**src/rtl/spp_pkg.sv**
```systemverilog
package spp_pkg;
  localparam int unsigned DATA_W = 24;
  localparam int unsigned LEN_W  = $clog2(DATA_W + 1);

  function automatic logic [LEN_W-1:0] fmt_len(input logic [2:0] code);
    logic [LEN_W-1:0] n;
    case (code)
      3'd1:    n = LEN_W'(18);
      3'd2:    n = LEN_W'(20);
      3'd3:    n = LEN_W'(24);
      default: n = LEN_W'(16);
    endcase
    return n;
  endfunction
endpackage

```
**src/rtl/spp_edge_sync.sv**
```systemverilog
module spp_edge_sync #(
  parameter int unsigned STAGES = 2
) (
  input  logic clk,
  input  logic rst_n,
  input  logic lrck_raw,
  input  logic bck_raw,
  input  logic sdi_raw,
  output logic lrck_lvl,
  output logic lrck_chg,
  output logic bck_rise,
  output logic bck_fall,
  output logic sdi_sync
);
  localparam int unsigned NSIG = 3;

  logic [NSIG-1:0] stg [STAGES];
  logic [NSIG-1:0] last;
  logic            lrck_d, bck_d;

  for (genvar g = 0; g < STAGES; g++) begin : g_stg
    if (g == 0) begin : g_first
      always_ff @(posedge clk) begin
        if (!rst_n) stg[g] <= '0;
        else        stg[g] <= {sdi_raw, bck_raw, lrck_raw};
      end
    end else begin : g_next
      always_ff @(posedge clk) begin
        if (!rst_n) stg[g] <= '0;
        else        stg[g] <= stg[g-1];
      end
    end
  end

  assign last = stg[STAGES-1];

  always_ff @(posedge clk) begin
    if (!rst_n) begin
      lrck_d <= 1'b0;
      bck_d  <= 1'b0;
    end else begin
      lrck_d <= last[0];
      bck_d  <= last[1];
    end
  end

  assign lrck_lvl = last[0];
  assign lrck_chg = last[0] ^ lrck_d;
  assign bck_rise = last[1] & ~bck_d;
  assign bck_fall = ~last[1] & bck_d;
  assign sdi_sync = last[2];

  a_r4_one_bck_edge: assert property (@(posedge clk) disable iff (!rst_n)
    bck_rise |=> !bck_rise);
endmodule

```
**src/rtl/spp_gate.sv**
```systemverilog
module spp_gate #(
  parameter int unsigned BUSY_CYC = 2
) (
  input  logic clk,
  input  logic rst_n,
  input  logic en,
  input  logic lrck_lvl,
  input  logic lrck_chg,
  output logic busy,
  output logic phase
);
  localparam int unsigned CW = $clog2(BUSY_CYC + 1);

  logic [CW-1:0] cnt;

  always_ff @(posedge clk) begin
    if (!rst_n || !en) begin
      cnt   <= '0;
      phase <= 1'b0;
    end else if (lrck_chg) begin
      cnt   <= CW'(BUSY_CYC - 1);
      phase <= lrck_lvl;
    end else if (cnt != '0) begin
      cnt   <= cnt - 1'b1;
    end
  end

  assign busy = en & (lrck_chg | (cnt != '0));

  // the window opens on a detected transition and does not stretch.
  a_r7_busy_opens: assert property (@(posedge clk) disable iff (!rst_n)
    (en && lrck_chg) |-> busy);
  a_r7_busy_closes: assert property (@(posedge clk) disable iff (!rst_n)
    (busy && $past(busy)) |=> (!busy || lrck_chg));
  // the phase follows the half just entered.
  a_r10_phase_track: assert property (@(posedge clk) disable iff (!rst_n)
    (en && lrck_chg) |=> (phase == $past(lrck_lvl)));
endmodule

```
**src/rtl/spp_deser.sv**
```systemverilog
module spp_deser #(
  parameter int unsigned W     = 24,
  parameter int unsigned LEN_W = $clog2(W + 1)
) (
  input  logic             clk,
  input  logic             rst_n,
  input  logic             en,
  input  logic             latch,
  input  logic [LEN_W-1:0] len_new,
  input  logic             bit_rise,
  input  logic             sdi,
  output logic [W-1:0]     word
);
  logic [W-1:0]     sr;
  logic [LEN_W-1:0] cnt;
  logic [LEN_W-1:0] len_r;

  always_ff @(posedge clk) begin
    if (!rst_n || !en) begin
      sr    <= '0;
      cnt   <= '0;
      len_r <= LEN_W'(16);
    end else if (latch) begin
      sr    <= '0;
      cnt   <= '0;
      len_r <= len_new;
    end else if (bit_rise && (cnt < len_r)) begin
      sr    <= {sr[W-2:0], sdi};
      cnt   <= cnt + 1'b1;
    end
  end

  assign word = sr;

  // the captured count never exceeds the selected word length.
  a_r3_count_capped: assert property (@(posedge clk) disable iff (!rst_n)
    cnt <= len_r);
endmodule

```
**src/rtl/spp_ser.sv**
```systemverilog
module spp_ser #(
  parameter int unsigned W     = 24,
  parameter int unsigned LEN_W = $clog2(W + 1)
) (
  input  logic             clk,
  input  logic             rst_n,
  input  logic             en,
  input  logic             latch,
  input  logic [LEN_W-1:0] len_new,
  input  logic [W-1:0]     word,
  input  logic             bit_fall,
  output logic             sout
);
  localparam logic [LEN_W-1:0] W_L = LEN_W'(W);

  logic [W-1:0]     sr;
  logic [LEN_W-1:0] sent;
  logic [LEN_W-1:0] len_r;
  logic [W-1:0]     mask;
  logic [W-1:0]     aligned;

  assign mask    = (W'(1) << len_new) - W'(1);
  assign aligned = (word & mask) << (W_L - len_new);

  always_ff @(posedge clk) begin
    if (!rst_n || !en) begin
      sr    <= '0;
      sent  <= '0;
      len_r <= LEN_W'(16);
    end else if (latch) begin
      sr    <= aligned;
      sent  <= '0;
      len_r <= len_new;
    end else if (bit_fall) begin
      sr    <= {sr[W-2:0], 1'b0};
      if (sent < W_L) sent <= sent + 1'b1;
    end
  end

  assign sout = sr[W-1];

  // once the word length is used up the line carries zeros.
  a_r4_zero_tail: assert property (@(posedge clk) disable iff (!rst_n)
    (en && !latch && sent >= len_r) |-> !sout);
endmodule

```
**src/rtl/spp_port.sv**
```systemverilog
module spp_port #(
  parameter int unsigned DATA_W      = spp_pkg::DATA_W,
  parameter int unsigned SYNC_STAGES = 2,
  parameter int unsigned BUSY_CYC    = 2
) (
  input  logic              clk,
  input  logic              rst_n,
  input  logic              serial_sel_n,
  input  logic [2:0]        fmt_code,
  input  logic              lrck,
  input  logic              bck,
  input  logic              sdata_in,
  output logic              sdata_out,
  output logic              busy,
  output logic              phase,
  output logic              di_valid,
  input  logic              di_ready,
  output logic [DATA_W-1:0] di_data,
  input  logic              do_valid,
  output logic              do_ready,
  input  logic [DATA_W-1:0] do_data
);
  localparam int unsigned LEN_W = $clog2(DATA_W + 1);

  logic              en_q;
  logic              lrck_lvl, lrck_chg, bck_rise, bck_fall, sdi_s;
  logic              latch;
  logic [LEN_W-1:0]  len_new;
  logic [DATA_W-1:0] shift_word;
  logic [DATA_W-1:0] di_q, do_q;
  logic              di_full;
  logic              ser_bit;
  logic              rd_fire, wr_fire;

  always_ff @(posedge clk) begin
    if (!rst_n) en_q <= 1'b0;
    else        en_q <= ~serial_sel_n;
  end

  spp_edge_sync #(.STAGES(SYNC_STAGES)) u_sync (
    .clk      (clk),
    .rst_n    (rst_n),
    .lrck_raw (lrck),
    .bck_raw  (bck),
    .sdi_raw  (sdata_in),
    .lrck_lvl (lrck_lvl),
    .lrck_chg (lrck_chg),
    .bck_rise (bck_rise),
    .bck_fall (bck_fall),
    .sdi_sync (sdi_s)
  );

  spp_gate #(.BUSY_CYC(BUSY_CYC)) u_gate (
    .clk      (clk),
    .rst_n    (rst_n),
    .en       (en_q),
    .lrck_lvl (lrck_lvl),
    .lrck_chg (lrck_chg),
    .busy     (busy),
    .phase    (phase)
  );

  assign latch   = en_q & lrck_chg;
  assign len_new = LEN_W'(spp_pkg::fmt_len(fmt_code));

  spp_deser #(.W(DATA_W), .LEN_W(LEN_W)) u_deser (
    .clk      (clk),
    .rst_n    (rst_n),
    .en       (en_q),
    .latch    (latch),
    .len_new  (len_new),
    .bit_rise (bck_rise),
    .sdi      (sdi_s),
    .word     (shift_word)
  );

  spp_ser #(.W(DATA_W), .LEN_W(LEN_W)) u_ser (
    .clk      (clk),
    .rst_n    (rst_n),
    .en       (en_q),
    .latch    (latch),
    .len_new  (len_new),
    .word     (do_q),
    .bit_fall (bck_fall),
    .sout     (ser_bit)
  );

  assign di_valid = en_q & di_full & ~busy;
  assign do_ready = en_q & ~busy;
  assign rd_fire  = di_valid & di_ready;
  assign wr_fire  = do_valid & do_ready;

  always_ff @(posedge clk) begin
    if (!rst_n || !en_q) begin
      di_q    <= '0;
      di_full <= 1'b0;
    end else if (latch) begin
      di_q    <= shift_word;
      di_full <= 1'b1;
    end else if (rd_fire) begin
      di_full <= 1'b0;
    end
  end

  always_ff @(posedge clk) begin
    if (!rst_n || !en_q) do_q <= '0;
    else if (wr_fire)    do_q <= do_data;
  end

  assign di_data   = di_q;
  assign sdata_out = en_q & ser_bit;

  // a held-high strap keeps the pins quiet.
  a_r1_idle_quiet: assert property (@(posedge clk) disable iff (!rst_n)
    (serial_sel_n && $past(serial_sel_n)) |-> (!sdata_out && !do_ready && !di_valid));
  // refused writes leave the output register untouched.
  a_r8_refused_write: assert property (@(posedge clk) disable iff (!rst_n)
    (en_q && do_valid && !do_ready) |=> $stable(do_q));
  // a completed read withdraws the word until the next transition.
  a_r11_read_clears: assert property (@(posedge clk) disable iff (!rst_n)
    (di_valid && di_ready && !lrck_chg) |=> !di_valid);
  // no access is offered in the cycle a transition is seen.
  a_r7_closed_on_edge: assert property (@(posedge clk) disable iff (!rst_n)
    lrck_chg |-> (!do_ready && !di_valid));
endmodule

```
**config.mk**
```make
export PLATFORM = sky130hd
export DESIGN_NAME = spp_port
export DESIGN_NICKNAME = d
export VERILOG_FILES = /design/src/rtl/spp_pkg.sv /design/src/rtl/spp_edge_sync.sv /design/src/rtl/spp_gate.sv /design/src/rtl/spp_deser.sv /design/src/rtl/spp_ser.sv /design/src/rtl/spp_port.sv
export SDC_FILE = /design/constraint.sdc
export NUM_CORES = 1
export LEC_CHECK = 0
export ABC_CLOCK_PERIOD_IN_PS = 5180
export BUFFER_PORTS_ARGS = -buffer_cell sky130_fd_sc_hd__buf_2
export CAP_MARGIN = 0
export CORE_MARGIN = 3
export CORE_UTILIZATION = 25
export DETAILED_ROUTE_END_ITERATION = 6
export HOLD_SLACK_MARGIN = 0.03
export PLACE_DENSITY = 0.43
export SLEW_MARGIN = 5
export SYNTH_ARGS = -nofsm -noshare
export SYNTH_HDL_FRONTEND = slang
export SYNTH_SLANG_ARGS = --single-unit
```
**constraint.sdc**
```tcl
create_clock -name clk -period 5.18 [get_ports clk]
set_clock_uncertainty 0.05 [all_clocks]
set_input_delay 0.259 -clock clk [delete_from_list [all_inputs] [get_ports clk]]
set_output_delay 0.259 -clock clk [all_outputs]
set_load 0.01 [all_outputs]
```
Word level (Yosys, flattened, before mapping)
Memory sizes are Yosys's and may differ from the RTL's.
Cells that the tools add are included.

storage, ports and cells
  register bits = 113
  bits in writable memories = 6
  input port bits = 35
  output and inout port bits = 29
  logic and storage cells = 64
  memories = 1

memories
  name        words  bits a word  read ports  clocked after memory_dff  wr ports  RTL line             RTL
  u_sync.stg  2      3            2           0                         2         spp_edge_sync.sv:17  logic [NSIG-1:0] stg [STAGES];

cells by class
  add/sub/neg operators = 4
  order comparisons = 1
  equal/unequal tests = 3
  shift-type cells = 2
  multiplexer cells = 11
  bitwise logic cells = 19
  reduce and logical (&&, ||, !) cells = 10

operators with widths
  kind                                                                  number
  24-bit 2-to-1 mux                                                     2
  24-bit AND                                                            1
  1-bit by 5-bit left shift with 24-bit output, first input constant    1
  24-bit by 5-bit left shift with 24-bit output                         1
  24-bit by 2-bit subtractor with 24-bit output, second input constant  1
  4-bit one-hot mux with 3 select lines                                 1
  1-bit AND                                                             10
  2-bit nonzero test                                                    4
  3-bit by 2-bit == test with 1-bit output, second input constant       2
  1-bit 2-to-1 mux                                                      6
  3-bit 2-to-1 mux                                                      2
  5-bit by 1-bit adder with 5-bit output, second input constant         1
  5-bit less-than comparator                                            1
  5-bit subtractor, first input constant                                1
  1-bit NOT                                                             4
  2-bit OR reduction                                                    2
  3-bit by 1-bit == test with 1-bit output, second input constant       1
  1-bit OR                                                              3
  1-bit zero test                                                       2
  2-bit by 1-bit subtractor with 2-bit output, second input constant    1
  1-bit logical AND                                                     1
  1-bit logical OR                                                      1
  1-bit XOR                                                             1

Longest topological paths before layout
An unclocked memory read counts as a cell.

  depth after elaboration = 9
  depth in mapped cells = 11
  depth with buffers taken out = 9

Hierarchy
From an unflattened synthesis, not the netlist that was laid out.

second synthesis, totals
  cells, all modules = 868
  area, all modules = 7216.9 um2

by module, submodules not included
  module         times used  cells an instance  area each (um2)  seq. area each (um2)
  spp_ser        1           499                3619.7           480.5
  spp_port       1           200                1856.8           1001.0
  spp_deser      1           135                1370.1           680.7
  spp_edge_sync  1           19                 231.5            160.2
  spp_gate       1           15                 138.9            60.1

Worst setup path before layout
Ideal clock, no wire load.

  kind = input to register
  start point = input fmt_code[0]
  end point = register u_ser.sr[19]
  library setup time = 0.086 ns
  arrival = 2.484 ns
  required time = 5.044 ns
  slack = 2.561 ns
  stages on the path = 11
  path buffers = 3
  path through = buf_4 > or3b_4 > buf_6 > buf_8 > ha_1 > ha_1 > or4bb_1 > a21o_1 > mux2i_1 > o22ai_1 > a211oi_1

between the ends
  cells in the longest elaborated chain, start to end = 7
  elaborated cells on any way between the ends = 10
  classes of those cells = add/sub (2); eq/ne (3); shift (2); mux (2); bitwise (1)

RTL lines
  item                                                                                                         RTL line       RTL
  start: declaration                                                                                           spp_port.sv:9  input logic [2:0] fmt_code,
  3-bit by 2-bit == test with 1-bit output / 3-bit by 1-bit == test with 1-bit output (equally long branches)  spp_pkg.sv:7   case (code)
  4-bit one-hot mux with 3 select lines (*)                                                                    spp_pkg.sv:7
  1-bit by 5-bit left shift with 24-bit output                                                                 spp_ser.sv:22  assign mask = (W'(1) << len_new) - W'(1);
  24-bit by 2-bit subtractor with 24-bit output                                                                spp_ser.sv:22
  24-bit AND                                                                                                   spp_ser.sv:23  assign aligned = (word & mask) << (W_L - len_new);
  24-bit by 5-bit left shift with 24-bit output (*)                                                            spp_ser.sv:23
  24-bit 2-to-1 mux (*)                                                                                        spp_ser.sv:30  end else if (latch) begin
  end signal: assignment                                                                                       spp_ser.sv:31  sr <= aligned;
  end signal: assignment                                                                                       spp_ser.sv:35  sr <= {sr[W-2:0], 1'b0};
  end: declaration                                                                                             spp_ser.sv:16  logic [W-1:0] sr;

Mark *: on every way between the ends. The rest lies on a longest branch, timed or not.
A chain may end at the register's enable or synchronous reset.

Worst setup path in the final report
  start point = input fmt_code[0]
  end point = register u_ser.sr[9]

between the ends
  cells in the longest elaborated chain, start to end = 7
  elaborated cells on any way between the ends = 10
  classes of those cells = add/sub (2); eq/ne (3); shift (2); mux (2); bitwise (1)

RTL lines
  item                                                                                                         RTL line        RTL
  3-bit by 2-bit == test with 1-bit output / 3-bit by 1-bit == test with 1-bit output (equally long branches)  spp_pkg.sv:7
  4-bit one-hot mux with 3 select lines (*)                                                                    spp_pkg.sv:7
  named net len_new[1]                                                                                         spp_port.sv:28  logic [LEN_W-1:0] len_new;
  1-bit by 5-bit left shift with 24-bit output                                                                 spp_ser.sv:22
  24-bit by 2-bit subtractor with 24-bit output                                                                spp_ser.sv:22
  24-bit AND                                                                                                   spp_ser.sv:23
  24-bit by 5-bit left shift with 24-bit output (*)                                                            spp_ser.sv:23
  24-bit 2-to-1 mux (*)                                                                                        spp_ser.sv:30

Mark *: on every way through the listed nets, which the timed path passes. The rest lies on a longest branch.

==> results by stage <==
Status:
- The run finished with clean final reports.

Worst setup path:
- In this run the worst path has a maximum fanout of 21.
- The required time reported for the critical path endpoint is 5.40 ns.
- The longest individual stage delay on the worst path is 0.81 ns.
- STA classifies the critical path endpoint as a flip-flop.
- The startpoint kind of the worst setup timing path is an input port.
- The type of the worst setup path is in2reg.
- For this design, the slowest cell found on the critical path is sky130_fd_sc_hd__ha_1.
- Traced cell by cell, the critical path runs through buf_2 -> or3b_4 -> inv_2 -> ha_1 -> inv_2 -> a211oi_1 -> a21oi_1 -> a221oi_1 -> a211oi_1.
- For the worst setup path, the data arrival time is 3.02 ns.

STA:
- Derived from the worst setup path, the maximum achievable clock frequency is 357 MHz.
- Setup violations remaining at the end of the flow were counted as 0.
- The worst path uses 54.1% of the clock period.
- The time the final worst path needs with I/O delays and setup is 2.80 ns.
- The headroom to the max-slew limit is 32.7%.
- After routing, the total negative slack on setup checks comes to 0 ns.
- The actual transition at the worst max-transition pin is 1.01 ns.
- The max-slew violation count is 0.
- Setup repair after global routing left no endpoint under its margin.
- The number of failing hold endpoints at the final stage is 0.

Die:
- 64 I/O pins were placed.
- The number of rows created at floorplan is 51.
- The die extent in x is 149 um.
- The initial utilization of the core area, before any placement, comes to 25.9%.
- In this run the vertical extent of the chip is 149 um.
- The area of the die is 22200 um2.
- After floorplanning, the core was sized to cover 19800 um2.

Final layout:
- The most common cell after layout, fill and taps aside is sky130_fd_sc_hd__nand2_1.
- In the layout the commonest cells are 138 x sky130_fd_sc_hd__nand2_1, 117 x sky130_fd_sc_hd__dfxtp_1, 74 x sky130_fd_sc_hd__a21oi_1.
- The post-layout instance count excluding filler cells is 951.
- The final core utilization is 32.8%.
- The fraction of final layout cells with drive strength greater than 1 is 15.6%.
- The layout net count is 717.
- The area added between synthesis and finish is 26.8%.
- The antenna diode count is 0.
- The filler cells instantiated in the layout total 2123.

Global routing:
- For this run, the total global-route usage over all layers was measured as 12.0%.
- The initial antenna violation count is 0.
- The via count of the first global-routing pass is 4204.
- The pin count of the biggest net entering global routing is 45.
- The total congestion overflow after global routing is 0.
- The first-pass GRT wire length is 21400 um.

Synthesis:
- The number of distinct library cells after synthesis is 52.
- The sequential-to-total area share from yosys stat is 45.8%.
- Counting flops and latches in the post-synthesis netlist gives 117.
- The number of cells produced by synthesis is 609.
- The predominant post-synthesis flop cell is sky130_fd_sc_hd__dfxtp_1.
- The synthesized netlist net count is 652.
- For this run, the number of Yosys warnings is 0.
- The count of flip-flops with a built-in enable after synthesis is 0.
- The proportion of register bits with asynchronous set or reset after synthesis is 0%.
- The average cell area after synthesis is 8.40 um2.
- The area of the mapped netlist is 5110 um2.

Placed design:
- Including well taps, the total number of placed cells is 903.
- Routability-driven placement finished with a final weighted congestion of 0.860.
- Once detailed placement completed, the half-perimeter wirelength came to 9010 um.
- The number of buffers added on ports is 63.

Detailed routing:
- The number of design-rule violations left by the first detailed-router iteration is 236.
- Once detail routing completed, the nets flagged for antenna violations numbered 0.
- The average wire per standard cell is 13.9 um.
- Dividing the detail-routed via count by the number of cells gives 4.60.
- The final wirelength is 13200 um.
- The first detailed-routing pass ran for 5 iterations.
- The overall via count from detail_route is 4372.
- The number of design rule violations left after detail routing is 0.

Flow run:
- The max capacitance violation total is 0.

Clock network:
- The count of hold-fix buffers inserted at cts is 17.
- The number of buffers added by the clock tree synthesis step is 17.
- The H-tree generated during clock tree synthesis spans 4 levels.
- The clock insertion delay at the later pin of the skew report is 0.41 ns.
- In this run, post-CTS repair resized a total of 0 instances.
- The register clock-pin slew on the reported worst setup and hold paths is 0.06 ns.
- After clock tree synthesis, the setup repair step added 0 buffers.
- The clock tree buffer depth is 2.
- TritonCTS built the clock tree.
- CTS saw 117 sinks.
- The buffer type at the clock tree root is sky130_fd_sc_hd__clkbuf_16.

Power:
- The maximum vdd drop is 0.232 mV.
- The power per cell area is 364 nW/um2.
- The analysis attributes to cell leakage a power of 0.00264 uW.

Min path:
- In this run the worst hold path is classified as in2reg.
## power breakdown
part           switching (uW)  internal, uW  leakage, uW
combinational            79.3          47.1      0.00137
clock                     403           916     0.000323
sequential               4.57           907     0.000944
## logic make-up after synthesis
family,share of synthesized area [%]
muxes,12.5
buffers and inverters,4.21
AOI/OAI and AO/OA,15.3
and+or+nand+nor,19.4
adders and majority gates,1.96
DFF,45.8
xor gates and xnor gates,0.857
## critical path: cells and delay by family
| kind | cells | cell delay, ns |
|---|---|---|
| AO/OA/AOI/OAI | 4 | 0.79 |
| buffers and inverters | 3 | 0.66 |
| adder cells (fa/ha/maj) | 1 | 0.81 |
| AND/OR/NAND/NOR | 1 | 0.48 |
## per-stage QoR
stage                     power (uW)  hold WS [ns]  setup slack, ns  cell area, um2
final                           2360        0.0435             2.38            6480
after global routing            2440        0.0388             2.10            6480
after global placement          1050         0.382             2.12            5650
after floorplan                 1010         0.281             2.56            5110
after CTS                       2390        0.0309             2.46            6480
after detailed placement        1050         0.378             2.01            5650
## final cells by class
cell class	count	area (um2)	area share, %
multi-input combinational	443	2580	39.8
sequential	117	2340	36.1
timing repair buffer	85	523	8.07
clock buffer	24	502	7.74
tap	265	332	5.11
clock inverter	7	166	2.57
inverter	10	37.5	0.579
## cells in the mapped netlist (5+ instances only)
library cell / number / area, um2
sky130_fd_sc_hd__ha_1: 8 / 100
sky130_fd_sc_hd__a21oi_1: 74 / 370
sky130_fd_sc_hd__a211oi_1: 7 / 52.6
sky130_fd_sc_hd__nand2b_1: 5 / 31.3
sky130_fd_sc_hd__nor2b_1: 5 / 31.3
sky130_fd_sc_hd__dfxtp_1: 117 / 2340
sky130_fd_sc_hd__nand3_1: 11 / 55.1
sky130_fd_sc_hd__clkbuf_1: 26 / 97.6
sky130_fd_sc_hd__o22ai_1: 7 / 43.8
sky130_fd_sc_hd__o21ai_0: 26 / 130
sky130_fd_sc_hd__nor2_1: 41 / 154
sky130_fd_sc_hd__mux2i_1: 60 / 601
sky130_fd_sc_hd__inv_1: 7 / 26.3
sky130_fd_sc_hd__nand2_1: 139 / 522
sky130_fd_sc_hd__and2_1: 15 / 93.8
sky130_fd_sc_hd__buf_2: 7 / 35.0
## sequential cells by signal, summed over array words and instances (netlist names), 2 cells and up
register	flops
u_deser.len_r	3
u_deser.word	24
u_gate.cnt	2
u_ser.sr	24
u_sync.stg	6
u_deser.cnt	5
di_data	24
do_q	24
## per-layer routing
| metal | track usage, % | wire [um] | vias up |
|---|---|---|---|
| met3 | 2.77 | 484 | 17 |
| li1 | - | - | 2220 |
| met5 | 0 | 0 | - |
| met2 | 17.8 | 5860 | 96 |
| met4 | 4.62 | 211 | 0 |
| met1 | 17.0 | 6620 | 2039 |
## worst paths after layout
kind | end | startpoint | slack (ns) | depth (start not counted)
max | u_ser.sr[9]$_SDFFE_PP0P_ | fmt_code[0] | 2.38 | 9
min | do_q[12]$_SDFFE_PP0P_ | do_data[12] | 0.04 | 3
max reg2reg | u_ser.sr[0]$_SDFFE_PP0P_ | u_sync.stg[1][0]$_SDFF_PN0_ | 2.66 | 6
min reg2reg | u_sync.stg[1][0]$_SDFF_PN0_ | u_sync.stg[0][0]$_SDFF_PN0_ | 0.40 | 1
(Power assumes the default switching activity.)
